[src/rtl/usart_fe_pkg.sv]
package usart_fe_pkg;
  localparam int REG_W = 32;

  // word indices (byte offset / 4)
  localparam int W_SR   = 0;
  localparam int W_DR   = 1;
  localparam int W_BRR  = 2;
  localparam int W_CR1  = 3;
  localparam int W_CR2  = 4;
  localparam int W_CR3  = 5;
  localparam int W_GTPR = 6;

  // flag positions
  localparam int SR_TXE     = 7;
  localparam int SR_TC      = 6;
  localparam int SR_RXNE    = 5;
  localparam int CR1_UE     = 13;
  localparam int CR1_RXNEIE = 5;
  localparam int CR1_RE     = 2;

  localparam logic [REG_W-1:0] SR_RESET_VAL  = 32'h0000_00C0;
  localparam logic [REG_W-1:0] SR_REPLACE_MAX = 32'h0000_03FF;
  localparam logic [REG_W-1:0] DR_SEND_LIMIT  = 32'h0000_F000;
  localparam logic [REG_W-1:0] DR_READ_MASK   = 32'h0000_03FF;

  // status after a software write: replace (TXE forced) or AND mask
  function automatic logic [REG_W-1:0] sr_after_write(input logic [REG_W-1:0] cur,
                                                      input logic [REG_W-1:0] val);
    logic [REG_W-1:0] r;
    if (val <= SR_REPLACE_MAX) begin
      r = val;
      r[SR_TXE] = 1'b1;
    end else begin
      r = cur & val;
    end
    return r;
  endfunction

  function automatic logic dr_write_sends(input logic [REG_W-1:0] val);
    return val < DR_SEND_LIMIT;
  endfunction

  function automatic logic rx_enabled(input logic [REG_W-1:0] cr1);
    return cr1[CR1_UE] & cr1[CR1_RE];
  endfunction
endpackage

[src/rtl/usart_fe_rxhold.sv]
module usart_fe_rxhold #(
  parameter int CHAR_W = 8
) (
  input  logic              clk,
  input  logic              rst_n,
  input  logic              rx_valid,
  input  logic [CHAR_W-1:0] rx_data,
  input  logic              rxne,
  input  logic              enabled,
  output logic              rx_ready,
  output logic              ev_take,
  output logic              ev_store,
  output logic [CHAR_W-1:0] dr_q
);
  assign rx_ready = !rxne;
  assign ev_take  = rx_valid & rx_ready;
  assign ev_store = ev_take & enabled;

  always_ff @(posedge clk) begin
    if (!rst_n) dr_q <= '0;
    else if (ev_store) dr_q <= rx_data;
  end

  AST_RX_NO_OVERWRITE: assert property (@(posedge clk) disable iff (!rst_n)
    (rx_valid && !rx_ready) |=> $stable(dr_q));
  AST_RX_DROP_DISABLED: assert property (@(posedge clk) disable iff (!rst_n)
    (ev_take && !enabled) |=> $stable(dr_q));
  AST_RX_STORE_BYTE: assert property (@(posedge clk) disable iff (!rst_n)
    ev_store |=> (dr_q == $past(rx_data)));
endmodule

[src/rtl/usart_fe_txslot.sv]
module usart_fe_txslot #(
  parameter int CHAR_W = 8
) (
  input  logic              clk,
  input  logic              rst_n,
  input  logic              load,
  input  logic [CHAR_W-1:0] load_data,
  input  logic              tx_ready,
  output logic              tx_valid,
  output logic [CHAR_W-1:0] tx_data
);
  always_ff @(posedge clk) begin
    if (!rst_n) begin
      tx_valid <= 1'b0;
      tx_data  <= '0;
    end else if (load) begin
      tx_valid <= 1'b1;
      tx_data  <= load_data;
    end else if (tx_valid && tx_ready) begin
      tx_valid <= 1'b0;
    end
  end

  AST_TX_HOLD: assert property (@(posedge clk) disable iff (!rst_n)
    (tx_valid && !tx_ready && !load) |=> (tx_valid && $stable(tx_data)));
  AST_TX_LOAD: assert property (@(posedge clk) disable iff (!rst_n)
    load |=> tx_valid);
endmodule

[src/rtl/usart_fe_cfgbank.sv]
module usart_fe_cfgbank #(
  parameter int N_REGS = 4,
  parameter int REG_W  = 32
) (
  input  logic                         clk,
  input  logic                         rst_n,
  input  logic [N_REGS-1:0]            wr_sel,
  input  logic [REG_W-1:0]             wdata,
  output logic [N_REGS-1:0][REG_W-1:0] q
);
  for (genvar i = 0; i < N_REGS; i++) begin : g_reg
    always_ff @(posedge clk) begin
      if (!rst_n) q[i] <= '0;
      else if (wr_sel[i]) q[i] <= wdata;
    end
  end

  AST_CFG_ONE_WRITE: assert property (@(posedge clk) disable iff (!rst_n)
    $onehot0(wr_sel));
endmodule

[src/rtl/usart_fe_top.sv]
module usart_fe_top
  import usart_fe_pkg::*;
#(
  parameter int ADDR_W = 10,
  parameter int CHAR_W = 8
) (
  input  logic              clk,
  input  logic              rst_n,
  input  logic [ADDR_W-1:0] bus_addr,
  input  logic              bus_wr,
  input  logic              bus_rd,
  input  logic [31:0]       bus_wdata,
  output logic [31:0]       bus_rdata,
  output logic              irq,
  output logic              tx_valid,
  input  logic              tx_ready,
  output logic [CHAR_W-1:0] tx_data,
  input  logic              rx_valid,
  output logic              rx_ready,
  input  logic [CHAR_W-1:0] rx_data
);
  localparam int WORD_W  = ADDR_W - 2;
  localparam int N_PLAIN = 4;

  logic [WORD_W-1:0] word;
  logic aligned;
  logic sel_sr, sel_dr, sel_brr, sel_cr1, sel_cr2, sel_cr3, sel_gtpr;
  logic ev_sr_wr, ev_dr_wr, ev_dr_rd, ev_cr1_wr, ev_rx_take, ev_rx_store;
  logic [REG_W-1:0] sr_q, sr_d, cr1_q, cr1_d;
  logic irq_d;
  logic [CHAR_W-1:0] dr_q;
  logic [N_PLAIN-1:0] plain_sel;
  logic [N_PLAIN-1:0][REG_W-1:0] plain_q;

  assign word    = bus_addr[ADDR_W-1:2];
  assign aligned = (bus_addr[1:0] == 2'b00);
  assign sel_sr   = aligned && (word == WORD_W'(W_SR));
  assign sel_dr   = aligned && (word == WORD_W'(W_DR));
  assign sel_brr  = aligned && (word == WORD_W'(W_BRR));
  assign sel_cr1  = aligned && (word == WORD_W'(W_CR1));
  assign sel_cr2  = aligned && (word == WORD_W'(W_CR2));
  assign sel_cr3  = aligned && (word == WORD_W'(W_CR3));
  assign sel_gtpr = aligned && (word == WORD_W'(W_GTPR));

  // named internal events
  assign ev_sr_wr  = bus_wr && sel_sr;
  assign ev_dr_wr  = bus_wr && sel_dr && dr_write_sends(bus_wdata);
  assign ev_dr_rd  = bus_rd && sel_dr;
  assign ev_cr1_wr = bus_wr && sel_cr1;
  assign plain_sel = {sel_gtpr, sel_cr3, sel_cr2, sel_brr} & {N_PLAIN{bus_wr}};

  usart_fe_rxhold #(.CHAR_W(CHAR_W)) u_rx (
    .clk(clk), .rst_n(rst_n), .rx_valid(rx_valid), .rx_data(rx_data),
    .rxne(sr_q[SR_RXNE]), .enabled(rx_enabled(cr1_q)), .rx_ready(rx_ready),
    .ev_take(ev_rx_take), .ev_store(ev_rx_store), .dr_q(dr_q)
  );

  usart_fe_txslot #(.CHAR_W(CHAR_W)) u_tx (
    .clk(clk), .rst_n(rst_n), .load(ev_dr_wr), .load_data(bus_wdata[CHAR_W-1:0]),
    .tx_ready(tx_ready), .tx_valid(tx_valid), .tx_data(tx_data)
  );

  usart_fe_cfgbank #(.N_REGS(N_PLAIN), .REG_W(REG_W)) u_cfg (
    .clk(clk), .rst_n(rst_n), .wr_sel(plain_sel), .wdata(bus_wdata), .q(plain_q)
  );

  // bus effects first, then a stored character (which wins on RXNE)
  always_comb begin
    sr_d  = sr_q;
    cr1_d = cr1_q;
    irq_d = irq;
    if (ev_sr_wr) begin
      sr_d = sr_after_write(sr_q, bus_wdata);
      if (!sr_d[SR_RXNE]) irq_d = 1'b0;
    end
    if (ev_dr_rd) begin
      sr_d[SR_RXNE] = 1'b0;
      irq_d = 1'b0;
    end
    if (ev_dr_wr) sr_d[SR_TC] = 1'b1;
    if (ev_cr1_wr) begin
      cr1_d = bus_wdata;
      if (bus_wdata[CR1_RXNEIE] && sr_q[SR_RXNE]) irq_d = 1'b1;
    end
    if (ev_rx_store) begin
      sr_d[SR_RXNE] = 1'b1;
      if (cr1_q[CR1_RXNEIE]) irq_d = 1'b1;
    end
  end

  always_ff @(posedge clk) begin
    if (!rst_n) begin
      sr_q  <= SR_RESET_VAL;
      cr1_q <= '0;
      irq   <= 1'b0;
    end else begin
      sr_q  <= sr_d;
      cr1_q <= cr1_d;
      irq   <= irq_d;
    end
  end

  always_comb begin
    bus_rdata = '0;
    if (sel_sr)   bus_rdata = sr_q;
    if (sel_dr)   bus_rdata = REG_W'(dr_q) & DR_READ_MASK;
    if (sel_brr)  bus_rdata = plain_q[0];
    if (sel_cr1)  bus_rdata = cr1_q;
    if (sel_cr2)  bus_rdata = plain_q[1];
    if (sel_cr3)  bus_rdata = plain_q[2];
    if (sel_gtpr) bus_rdata = plain_q[3];
  end

  AST_RX_STORE_IRQ: assert property (@(posedge clk) disable iff (!rst_n)
    (ev_rx_store && cr1_q[CR1_RXNEIE]) |=> (irq && sr_q[SR_RXNE]));
  AST_DR_READ_CLEARS: assert property (@(posedge clk) disable iff (!rst_n)
    (ev_dr_rd && !ev_rx_store) |=> (!irq && !sr_q[SR_RXNE]));
  AST_SR_SMALL_TXE: assert property (@(posedge clk) disable iff (!rst_n)
    (ev_sr_wr && (bus_wdata <= SR_REPLACE_MAX)) |=> sr_q[SR_TXE]);
  AST_SR_WR_IRQ: assert property (@(posedge clk) disable iff (!rst_n)
    (ev_sr_wr && !ev_rx_store) |=> (sr_q[SR_RXNE] || !irq));
  AST_DR_WR_TC: assert property (@(posedge clk) disable iff (!rst_n)
    ev_dr_wr |=> sr_q[SR_TC]);
  AST_CR1_IRQ: assert property (@(posedge clk) disable iff (!rst_n)
    (ev_cr1_wr && bus_wdata[CR1_RXNEIE] && sr_q[SR_RXNE]) |=> irq);
endmodule

[config.mk]
export PLATFORM = sky130hd
export DESIGN_NAME = usart_fe_top
export DESIGN_NICKNAME = d
export VERILOG_FILES = /design/src/rtl/usart_fe_pkg.sv /design/src/rtl/usart_fe_rxhold.sv /design/src/rtl/usart_fe_txslot.sv /design/src/rtl/usart_fe_cfgbank.sv /design/src/rtl/usart_fe_top.sv
export SDC_FILE = /design/constraint.sdc
export NUM_CORES = 1
export LEC_CHECK = 0
export BUFFER_PORTS_ARGS = -buffer_cell sky130_fd_sc_hd__buf_2
export CAP_MARGIN = 20
export CORE_ASPECT_RATIO = 0.8
export CORE_UTILIZATION = 45
export DETAILED_ROUTE_END_ITERATION = 8
export MAX_ROUTING_LAYER = met4
export SLEW_MARGIN = 20
export SYNTH_ARGS = -nofsm -noshare
export SYNTH_HDL_FRONTEND = slang
export SYNTH_SLANG_ARGS = --single-unit
[constraint.sdc]
create_clock -name clk -period 2.4 [get_ports clk]
set_input_delay 0.36 -clock clk [delete_from_list [all_inputs] [get_ports clk]]
set_output_delay 0.36 -clock clk [all_outputs]
set_load 0.1 [all_outputs]
-- Word-level counts from Yosys, hierarchy flattened
Cells that the tools add are included.
- shift-type cells: 0
- reduce and logical (&&, ||, !) cells: 20
- muxes and demuxes: 21
- bitwise logic cells: 6
- add/subtract/negate cells: 0
- $lt $le $gt $ge: 2
- equal/unequal tests: 6
- div/mod/pow operators: 0
- $mul: 0
- operators by type and width (cell ; count):
    2-to-1 mux 32 bit ; 9
    bitwise AND 32 bit ; 1
    less-or-equal comparator 32 x 10 -> 1 bit (second input constant) ; 1
    < comparator 32 x 16 -> 1 bit (second input constant) ; 1
    == test 8 x 3 -> 1 bit (second input constant) ; 3
    == test 8 x 2 -> 1 bit (second input constant) ; 2
    logical AND 1 bit ; 14
    2-to-1 mux 1 bit ; 11
    == test 8 x 1 -> 1 bit (second input constant) ; 1
    zero test 8 bit ; 1
    2-to-1 mux 6 bit ; 1
    bitwise AND 4 bit ; 1
    bitwise AND 1 bit ; 3
    nonzero test 3 bit ; 1
    zero test 2 bit ; 1
    nonzero test 2 bit ; 1
    OR reduction 2 bit ; 1
    zero test 1 bit ; 1
    inverter 1 bit ; 1
- register bits after elaboration: 210
- bits in writable memories: 0
- output and inout port bits: 43
- word-level logic and storage cells: 67
- input bits: 56
- bits in latches: 0
- bits in read-only memories: 0
- memories kept: 0

-- Longest topological paths before layout
Gate-level depths: netlist (run 1).
- depth in word-level cells: 11
- mapped depth: 7
- depth with buffers taken out: 4

-- By module
From an unflattened synthesis (run 1), not the netlist that was laid out.
- cells, all modules: 1012
- area total of the unflattened synthesis: 9889.5 um2
- by module, submodules not included (module ; instances ; cells an instance ; area each (um2) ; seq. area each (um2)):
    usart_fe_cfgbank ; 1 ; 414 ; 4998.5 ; 2562.5
    usart_fe_top ; 1 ; 532 ; 4210.3 ; 1301.2
    usart_fe_rxhold ; 1 ; 38 ; 345.3 ; 160.2
    usart_fe_txslot ; 1 ; 28 ; 335.3 ; 180.2

-- Worst setup path after synthesis (run 1)
No wires, ideal clock.
- path kind: input -> output
- start: in bus_addr[2]
- end: out bus_rdata[3]
- setup slack: -1535 ps
- data arrival time: 3575 ps
- stages: 4
- path through: nor4b_1 clkbuf_1 a221oi_1 a311oi_1
- word-level cells in the longest chain between the ends: 9
- ends and longest elaborated chain (what ; line ; source):
    from (decl) ; usart_fe_top.sv:9 ; input logic [ADDR_W-1:0] bus_addr,
    zero test 8 bit ; usart_fe_top.sv:37 ; assign sel_sr = aligned && (word == WORD_W'(W_SR));
    logical AND 1 bit ; usart_fe_top.sv:37 ;
    2-to-1 mux 32 bit ; usart_fe_top.sv:105 ; if (sel_sr) bus_rdata = sr_q;
    2-to-1 mux 32 bit ; usart_fe_top.sv:106 ; if (sel_dr) bus_rdata = REG_W'(dr_q) & DR_READ_MASK;
    2-to-1 mux 32 bit ; usart_fe_top.sv:107 ; if (sel_brr) bus_rdata = plain_q[0];
    2-to-1 mux 32 bit ; usart_fe_top.sv:108 ; if (sel_cr1) bus_rdata = cr1_q;
    2-to-1 mux 32 bit ; usart_fe_top.sv:109 ; if (sel_cr2) bus_rdata = plain_q[1];
    2-to-1 mux 32 bit ; usart_fe_top.sv:110 ; if (sel_cr3) bus_rdata = plain_q[2];
    2-to-1 mux 32 bit (*) ; usart_fe_top.sv:111 ; if (sel_gtpr) bus_rdata = plain_q[3];
    to (decl) ; usart_fe_top.sv:13 ; output logic [31:0] bus_rdata,
Every way passes the cells marked *; elsewhere a longest branch is shown, timed or not.

-- Worst setup path in the final report (run 1)
- start: in bus_addr[6]
- end: out bus_rdata[6]
The elaborated chain is that of the path after synthesis.

==> results of run 1 <==
## flip-flops by register name, indices dropped and copies added (netlist names)
signal / count
u_cfg.q: 128
cr1_q: 32
sr_q: 32
u_rx.dr_q: 8
u_tx.tx_data: 8
irq: 1
u_tx.tx_valid: 1
## routing by layer
metal  vias to the layer above  track usage [%]  wire length [µm]
met5                         -                -                 0
met4                         0             5.97               553
met3                        44             3.41              1920
met2                       288             44.8             14000
met1                      4203             39.0             14200
li1                       4206                -                 -
## through the flow
step	hold WS [ns]	utilization [%]	instance area [µm²]	setup TNS [ns]
2_1_floorplan	0.427	-	10100	-4.33
3_3_place_gp	0.434	56.0	11700	-0.125
3_5_place_dp	0.440	56.0	11700	-0.0704
4_1_cts	0.0780	59.5	12400	-0.0115
5_1_grt	0.0813	59.7	12400	-0.186
6_report	0.0889	59.7	12400	-0.0215
## synthesized netlist by cell type (6+ instances only)
master	instances
nand2_1	262
dfxtp_1	210
a21oi_1	99
mux2i_1	93
clkbuf_1	67
o21ai_0	58
nand3_1	49
nor2_1	43
o221a_2	25
mux2_2	23
buf_2	18
o22ai_1	16
or3b_2	14
a22oi_1	12
a21oi_2	10
nand2_2	10
nand2b_1	9
nand4_1	8
nor3_1	8
o2bb2ai_1	8
buf_1	6
nor2b_1	6
o22a_1	6
## where the power goes
part	switching [mW]	total [mW]	leakage, nW	internal [mW]
combinational	0.329	0.483	2.79	0.154
clock	1.42	3.43	0.350	2.01
sequential	0.000520	3.49	1.69	3.49
total	1.75	7.40	4.83	5.65
## final cells by class
class | count | area (µm²)
inverters | 5 | 22.5
clock buffers | 32 | 659
flip-flops and latches | 210 | 4200
repair buffers | 169 | 1750
multi-input cells | 823 | 5390
well taps | 269 | 337
fillers | 1827 | 8400
clock inverters | 6 | 60.1
## cells by family after synthesis
kind of cell	Yosys count	synth area share, %
buf+inv	101	4.56
mux	116	12.3
simple gates	444	21.7
flops	210	43.6
compound gates	263	17.8
## what timing repair did
item / CTS / global route
setup endpoints to repair: 7 / 21
hold endpoints to repair: 0 / 0
resized for setup: 4 / 17
cloned: 0 / 1
pin swaps: 0 / 3
buffers inserted: 0 / 1
## tightest hold or removal path, cell delays in order
cell,delay [ns]
buf_2,0.10
nand2_1,0.05
a21oi_1,0.05
## cells in the final DEF, fill, tap and decap left out, types with 5 or more instances in the layout
| cell type | count |
|---|---|
| or3b_2 | 14 |
| a221oi_1 | 5 |
| nand3_1 | 48 |
| mux2_2 | 23 |
| nand2b_1 | 9 |
| a32oi_1 | 5 |
| a21oi_4 | 14 |
| a21oi_1 | 84 |
| buf_12 | 50 |
| dfxtp_1 | 210 |
| nor2_1 | 43 |
| clkbuf_8 | 5 |
| clkbuf_16 | 23 |
| nor2b_1 | 6 |
| nand3b_1 | 5 |
| a21oi_2 | 11 |
| o22ai_4 | 8 |
| mux2i_1 | 93 |
| o21ai_1 | 12 |
| o2bb2ai_1 | 8 |
| buf_4 | 51 |
| a22oi_1 | 8 |
| o221a_2 | 25 |
| o21ai_0 | 42 |
| nand2_1 | 261 |
| o22a_1 | 6 |
| nand2_2 | 11 |
| o22ai_1 | 8 |
| buf_2 | 64 |
| nand4_1 | 8 |
## path summary, 6_finish.rpt
| kind | from | end |
|---|---|---|
| max | bus_addr[6] | bus_rdata[6] |
| min | rx_data[3] | u_rx.dr_q[3] |
| max reg2reg | cr1_q[13] | irq |
| min reg2reg | u_tx.tx_data[0] | u_tx.tx_data[0] |
==> flow_summary_export.csv, run 1 <==
group,metric,value,unit
yosys,synth_area,0.00964,mm²
global_route,antenna_found_initial,0,
yosys,yosysUniqueCellTypes,52,
sta,setup_violations,1,
place,port_buffers,98,
sta,rsz0062_at_grt,"true",
drt,ant_nets,0,
setup_path,r2r_cells,4,
sta,fmax,0.413,GHz
global_route,grt_pass1_wl,47900,µm
yosys,yosys.area.top_type,"dfxtp_1",
die,fp.dieW,166,µm
sta,maxSlewHeadroom,64.6,%
place,place_congestion,0.869,
drt,first_pass_iters,7,
drt,drc,12,
cells_and_area,drive_gt1_share,27.3,%
cells_and_area,final_cells,1514,
die,chipHeight,133,µm
sta,worst_clock_skew,0.00592,ns
setup_path,cp_num_cells,7,
pwr,power_density,596,mW/mm²
clock_tree,clk_pin_slew_worst_paths,0.06,ns
drt,via_per_inst,5.77,
setup_path,endpoint_kind,"primary output",
run_status,violations,"design-rule violations, negative setup slack",
place,dp_cells,1474,
drt,routedWlPerCell,20.3,µm
sta,finalHoldViolations,0,
clock_tree,clock_latency,0.51,ns
yosys,syn_nets,1190,
cells_and_area,area_delta_synth_final,28.9,%
setup_path,cp_cell_sequence,"buf_2, or4_4, nor3_4, buf_6, o21ai_0, a22oi_2, buf_12",
clock_tree,cts_tree,"yes",
global_route,grt_overflow_total,0,
yosys,syn_area_per_cell,8.50,µm²
pwr,leakagePower,4.83,nW
worst_hold_path,hold_path.class,"primary input to flip-flop",
die,row_count,47,
setup_path,startpoint_type,"primary input",
setup_path,cp_slowest_cell,"or4_4",
cells_and_area,n_antenna_cell,0,
global_route,grt_max_degree,74,
cells_and_area,final_net_count,1287,
run_status,status,"finished, violations left",
global_route,track_usage,28.4,%
yosys,netlist_instances,1134,
sta,drv_slew,0,
yosys,async_flop_share,0,%
setup_path,crit_type,"primary input to primary output",
pwr,ir_drop,0.373,mV
drt,vias,8741,
yosys,synth.top_cell.area_share,43.6,%
yosys,synthFlopType,"dfxtp_1",
place,hpwlAfterDp,20400,µm
yosys,synth-seq-cells,210,
sta,finalCritPeriodShare,101,%
yosys,ys_warn_count,0,
yosys,synth-edff-count,0,
setup_path,critPathBufInv,3,
clock_tree,cts_max_path_buffers,3,
sta,tightest_slew,0.530,ns
sta,fin_crit,2.42,ns
clock_tree,cts_num_sinks,210,
die,dieArea,0.0220,mm²
clock_tree,htree_levels,1,
yosys,synth.area.top_cells,"dfxtp_1 (44%), nand2_1 (10%), mux2i_1 (9.7%)",
global_route,grt_pass1_vias,8320,
setup_path,r2r_setup_slack,1.08,ns
die,core_area,0.0208,mm²
setup_path,path_delay_family,"simple AND/OR/NAND/NOR gates",
flow_run,cap_violations,0,
clock_tree,cts_root_buffer,"clkbuf_16",
clock_tree,cts_made_buffers,22,
setup_path,arrival,2.06,ns
clock_tree,cts_hold_buf,0,
die,io_pins,99,
pwr,power,7.40,mW
setup_path,critPathRequiredTime,2.04,ns
setup_path,max_stage_delay,0.59,ns
place,place_ws,-0.0469,ns
sta,worst_slack,-0.0215,ns
yosys,yosysSeqAreaShare,43.6,%
drt,drt-total-wl,30700,µm
die,start_util,46.3,%
setup_path,cp_max_fo,10,
worst_hold_path,hold_depth,3,
drt,drtIter0Drc,654,
Note: power is estimated with default switching activity, not from simulation.
==> run 2, diff against run 1 <==
--- a/config.mk
+++ b/config.mk
@@ -11,6 +11,8 @@
 export CORE_UTILIZATION = 45
 export DETAILED_ROUTE_END_ITERATION = 8
 export MAX_ROUTING_LAYER = met4
+export RECOVER_POWER = 25
+export SETUP_SLACK_MARGIN = 0.3
 export SLEW_MARGIN = 20
 export SYNTH_ARGS = -nofsm -noshare
 export SYNTH_HDL_FRONTEND = slang
==> run 2 against run 1 <==
Compared with the run above: the run ends with design-rule violations left; flip-flop and latch count unchanged; combinational power is 8.9% higher; cell area is 3.0% higher; sequential power about the same; final cell count up 1.1%; worst setup slack better by 0.024 ns; die area unchanged; non-clock buffer count is 17 higher; wire length is 1.5% higher; clock skew is essentially flat; clock power is 3% lower.
==> flow_summary_export.csv, run 2 (synthesis results as in run 1) <==
group,metric,value,unit
cells_and_area,postLayoutCoreUtil,61.4,%
setup_path,crit_type,"primary input to primary output",
drt,ant_nets,0,
clock_tree,cts_max_path_buffers,3,
global_route,grt_max_degree,90,
pwr,leakagePower,4.90,nW
die,core_area,0.0208,mm²
clock_tree,clock_latency,0.51,ns
setup_path,r2r_cells,4,
place,port_buffers,98,
place,place_congestion,0.900,
setup_path,critPathRequiredTime,2.04,ns
cells_and_area,largest_reg_flops,128,
sta,finalHoldViolations,0,
drt,drtIter0Drc,1019,
die,start_util,46.3,%
global_route,track_usage,29.2,%
drt,first_pass_iters,8,
drt,drt-total-wl,31100,µm
clock_tree,cts_root_buffer,"clkbuf_16",
cells_and_area,final_net_count,1304,
sta,hold_ws,0.0874,ns
clock_tree,cts_tree,"yes",
place,hpwlAfterDp,20200,µm
setup_path,cp_slowest_cell,"or4_4",
setup_path,arrival,2.04,ns
cells_and_area,layout_commonest_cell,"nand2_1",
setup_path,path_delay_family,"simple AND/OR/NAND/NOR gates",
sta,finalCritPeriodShare,99.9,%
die,fp.dieW,166,µm
worst_hold_path,min_from,"rx_data[2]",
setup_path,max_stage_delay,0.58,ns
cells_and_area,largest-register,"u_cfg.q",
sta,fmax,0.417,GHz
pwr,power,7.35,mW
sta,tightest_slew,1.16,ns
place,placed_area,0.0118,mm²
flow_run,cap_violations,0,
sta,rsz0062_at_grt,"true",
setup_path,r2r_setup_slack,0.78,ns
global_route,grt_pass1_vias,8426,
cells_and_area,n_antenna_cell,0,
cells_and_area,drive_gt1_share,29.5,%
setup_path,r2r-end,"irq",
cells_and_area,layout_common_cells,"nand2_1 (260), dfxtp_1 (210), mux2i_1 (93)",
run_status,violations,"design-rule violations",
sta,setup_violations,0,
sta,drv_slew,0,
cells_and_area,area_delta_synth_final,32.7,%
worst_hold_path,hold_end,"u_rx.dr_q[2]",
cells_and_area,reg_top3,"u_cfg.q (128), cr1_q (32), sr_q (32)",
clock_tree,clk_pin_slew_worst_paths,0.06,ns
sta,tns,0,ns
setup_path,critPathBufInv,4,
global_route,grt_pass1_wl,48900,µm
run_status,status,"finished, violations left",
clock_tree,cts_made_buffers,22,
cells_and_area,fin_area,0.0128,mm²
cells_and_area,n_fill_cell,1825,
setup_path,endpoint_kind,"primary output",
pwr,ir_drop,0.406,mV
clock_tree,htree_levels,1,
sta,worst_clock_skew,0.00559,ns
setup_path,startpoint_type,"primary input",
pwr,power_density,575,mW/mm²
drt,vias,8893,
global_route,antenna_found_initial,0,
worst_hold_path,hold_depth,3,
setup_path,crit_top_cell,"buf_6",
die,dieArea,0.0220,mm²
setup_path,cp_max_fo,5,
setup_path,cp_cell_sequence,"buf_8, or4_4, buf_6, buf_6, nor2_4, nand4_1, a21oi_4, buf_12",
die,row_count,47,
drt,via_per_inst,5.81,
setup_path,reg2reg_from,"cr1_q[13]",
drt,routedWlPerCell,20.3,µm
clock_tree,cts_num_sinks,210,
drt,drc,6,
sta,maxSlewHeadroom,22.8,%
worst_hold_path,hold_path.class,"primary input to flip-flop",
sta,fin_crit,2.40,ns
die,chipHeight,133,µm
global_route,grt_overflow_total,0,
die,io_pins,99,
[run 2: worst max path at each step]
stage | from | endpoint | slack (ns) | depth (start not counted)
2_1_floorplan | bus_addr[7] | bus_rdata[1] | -0.39 | 6
3_5_place_dp | bus_addr[7] | bus_rdata[9] | -0.1 | 7
6_report | bus_addr[8] | bus_rdata[2] | 0.002 | 8
4_1_cts | bus_addr[8] | bus_rdata[26] | -0.03 | 8
5_1_grt | bus_addr[8] | bus_rdata[26] | -0.04 | 8
3_3_place_gp | bus_addr[7] | bus_rdata[9] | -0.08 | 7
[run 2: through the flow]
stage / instances / setup slack (ns)
after floorplan: 1134 / -0.389
after global placement: 1486 / -0.0828
after detailed placement: 1486 / -0.100
after CTS: 1531 / -0.0290
after global routing: 1531 / -0.0361
final: 1531 / 0.00227
[run 2: metal layers]
| metal | part of all wire, % | track usage [%] | up-vias |
|---|---|---|---|
| li1 | - | - | 4248 |
| met4 | 2.3 | 8.10 | 0 |
| met2 | 44 | 43.3 | 318 |
| met1 | 47 | 41.5 | 4266 |
| met3 | 6.5 | 3.62 | 61 |
| met5 | 0 | - | - |
[run 2: area by class of cell]
class,instances,area (µm²),area share (%)
clock buffers,30,611,4.77
multi-input cells,823,5610,43.9
clock inverters,8,87.6,0.685
inverters,5,18.8,0.147
flip-flops and latches,210,4200,32.9
repair buffers,186,1920,15.0
well taps,269,337,2.63
[run 2: power breakdown]
group | switching [mW] | total [mW] | internal, mW
logic | 0.352 | 0.526 | 0.174
registers | 0.000525 | 3.49 | 3.49
clock network | 1.44 | 3.34 | 1.90
[run 2: worst register-to-register path, cell delays in order, from the launching register on]
cell and delay [ns]:
dfxtp_1 0.44, nand3_1 0.16, nor2_1 0.65, a32oi_1 0.11, o22ai_1 0.20
[run 2: timing repair]
item,CTS,global route
buffers inserted,6,0
cloned,1,0
pin swaps,19,11
hold buffers,0,0
endpoints found under the hold margin,0,0
resized for setup,48,15
setup endpoints to repair,32,32
==> run 3, diff against run 2 <==
--- a/config.mk
+++ b/config.mk
@@ -8,9 +8,10 @@
 export BUFFER_PORTS_ARGS = -buffer_cell sky130_fd_sc_hd__buf_2
 export CAP_MARGIN = 20
 export CORE_ASPECT_RATIO = 0.8
-export CORE_UTILIZATION = 45
+export CORE_UTILIZATION = 52
 export DETAILED_ROUTE_END_ITERATION = 8
 export MAX_ROUTING_LAYER = met4
+export PLACE_DENSITY = 0.72
 export RECOVER_POWER = 25
 export SETUP_SLACK_MARGIN = 0.3
 export SLEW_MARGIN = 20
==> run 3 against run 2 <==
Compared with the run above: the flow now finishes without violations; cell area down 0.20%; hold slack improved by 0.0066 ns; sequential share of layout area rose by 0.084 points; critical path depth fell by 1; first-iteration DRC count is 7.3% lower; combinational power rose by 2%; highest routed layer unchanged.
==> flow_summary_export.csv, run 3 (synthesis results as in run 1) <==
group,metric,value,unit
run_status,status,"finished clean",
setup_path,crit_type,"primary input to primary output",
cells_and_area,layout_common_cells,"nand2_1 (260), dfxtp_1 (208), mux2i_1 (93)",
sta,rsz0062_at_grt,"true",
sta,maxSlewHeadroom,19.3,%
sta,fin_crit,2.38,ns
cells_and_area,reg_top3,"u_cfg.q (128), cr1_q (32), sr_q (32)",
die,io_pins,99,
drt,first_pass_iters,6,
drt,routedWlPerCell,20.8,µm
clock_tree,clock_latency,0.51,ns
clock_tree,cts_hold_buf,0,
clock_tree,cts_root_buffer,"clkbuf_16",
place,hpwlAfterDp,19800,µm
cells_and_area,drive_gt1_share,29.6,%
sta,tightest_slew,1.22,ns
global_route,grt_pass1_wl,48900,µm
global_route,grt_overflow_total,0,
sta,drv_slew,0,
cells_and_area,largest_reg_flops,128,
global_route,grt_pass1_vias,8950,
drt,vias,9301,
drt,drtIter0Drc,945,
sta,finalCritPeriodShare,99.1,%
pwr,pwr-share-clk,46.6,%
setup_path,startpoint_type,"primary input",
pwr,switching_share,23.5,%
pwr,ir_drop,0.420,mV
sta,finalHoldViolations,0,
drt,via_per_inst,6.21,
die,row_count,44,
place,place_congestion,0.905,
cells_and_area,layout_commonest_cell,"nand2_1",
place,dp_cells,1439,
clock_tree,htree_levels,1,
die,start_util,53.0,%
cells_and_area,final_cells,1497,
cells_and_area,largest-register,"u_cfg.q",
die,chipHeight,124,µm
drt,ant_nets,0,
die,core_area,0.0182,mm²
sta,fmax,0.420,GHz
drt,drc,0,
clock_tree,cts_made_buffers,21,
global_route,grt_max_degree,76,
pwr,leakagePower,4.97,nW
worst_hold_path,hold_path.class,"primary input to flip-flop",
cells_and_area,final_net_count,1307,
setup_path,cp_max_fo,9,
drt,drt-total-wl,31100,µm
cells_and_area,multiInputGateArea,0.00561,mm²
die,dieArea,0.0191,mm²
pwr,pwr-share-seq,46.2,%
global_route,met3_usage,5.05,%
global_route,antenna_found_initial,1,
die,fp.dieW,154,µm
pwr,p_int,5.77,mW
global_route,grt.met2_usage,52.2,%
cells_and_area,ff_latch_area,0.00421,mm²
cells_and_area,area_delta_synth_final,32.5,%
sta,setup_violations,0,
setup_path,critPathRequiredTime,2.04,ns
setup_path,arrival,2.02,ns
sta,worst_clock_skew,0.00787,ns
global_route,track_usage,33.8,%
pwr,power_switching,1.77,mW
clock_tree,cts_max_path_buffers,3,
clock_tree,clk_pin_slew_worst_paths,0.06,ns
sta,tns,0,ns
pwr,pwr-share-comb,7.1,%
place,port_buffers,98,
clock_tree,cts_tree,"yes",
clock_tree,cts_num_sinks,210,
pwr,power_density,591,mW/mm²
cells_and_area,n_fill_cell,1359,
global_route,grt_use_met1,45.0,%
setup_path,endpoint_kind,"primary output",
global_route,grt-busiest-layer,"met2",
flow_run,cap_violations,0,
[run 3: worst paths after layout]
path | startpoint | to | slack, ns | depth (start not counted)
max | bus_addr[7] | bus_rdata[0] | 0.02 | 7
max reg2reg | cr1_q[13] | irq | 0.88 | 4
min reg2reg | u_cfg.q[16] | u_cfg.q[16] | 0.45 | 2
min | rx_data[6] | u_rx.dr_q[6] | 0.09 | 3
[run 3: area by class of cell]
class / count / area share [%]
repair buffers: 190 / 14.9
inverters: 5 / 0.157
multi-input cells: 823 / 44.0
flip-flops and latches: 210 / 33.0
well taps: 230 / 2.25
clock inverters: 8 / 0.970
clock buffers: 30 / 4.77
diodes: 1 / 0.0196
[run 3: timing repair]
item / in CTS / in global routing
pin swaps: 12 / 15
buffers inserted: 14 / 3
resized for setup: 52 / 27
gates cloned: 2 / 0
endpoints found under the setup margin: 32 / 32
[run 3: power by group through the flow]
stage	Clock, mW	Sequential [mW]	Combinational, mW
2_1_floorplan	0	3.56	0.251
5_1_grt	3.68	3.48	0.566
3_3_place_gp	0	3.56	0.451
6_report	3.52	3.49	0.538
4_1_cts	3.54	3.48	0.510
3_5_place_dp	0	3.56	0.456
[run 3: worst max-delay path, stage by stage]
cell,delay [ns]
buf_6,0.10
or4_4,0.58
nor3_4,0.22
buf_6,0.20
o21ai_2,0.07
a22oi_2,0.26
buf_12,0.21
[run 3: per-layer routing]
metal / up-vias / wire length (µm)
li1: 4261 / -
met1: 4450 / 13200
met2: 485 / 14000
met3: 105 / 2870
met4: 0 / 1110
met5: - / 0
[run 3: stage by stage]
step / power (mW) / hold slack, ns / setup WS (ns) / cell area, µm² / util, %
2_1_floorplan: 3.81 / 0.427 / -0.389 / 10200 / -
3_3_place_gp: 4.02 / 0.436 / 0.0327 / 11600 / 63.7
3_5_place_dp: 4.02 / 0.442 / -0.0134 / 11600 / 63.7
4_1_cts: 7.53 / 0.0805 / 0.0384 / 12700 / 69.8
5_1_grt: 7.73 / 0.102 / -0.0267 / 12800 / 70.3
6_report: 7.54 / 0.0939 / 0.0216 / 12800 / 70.3
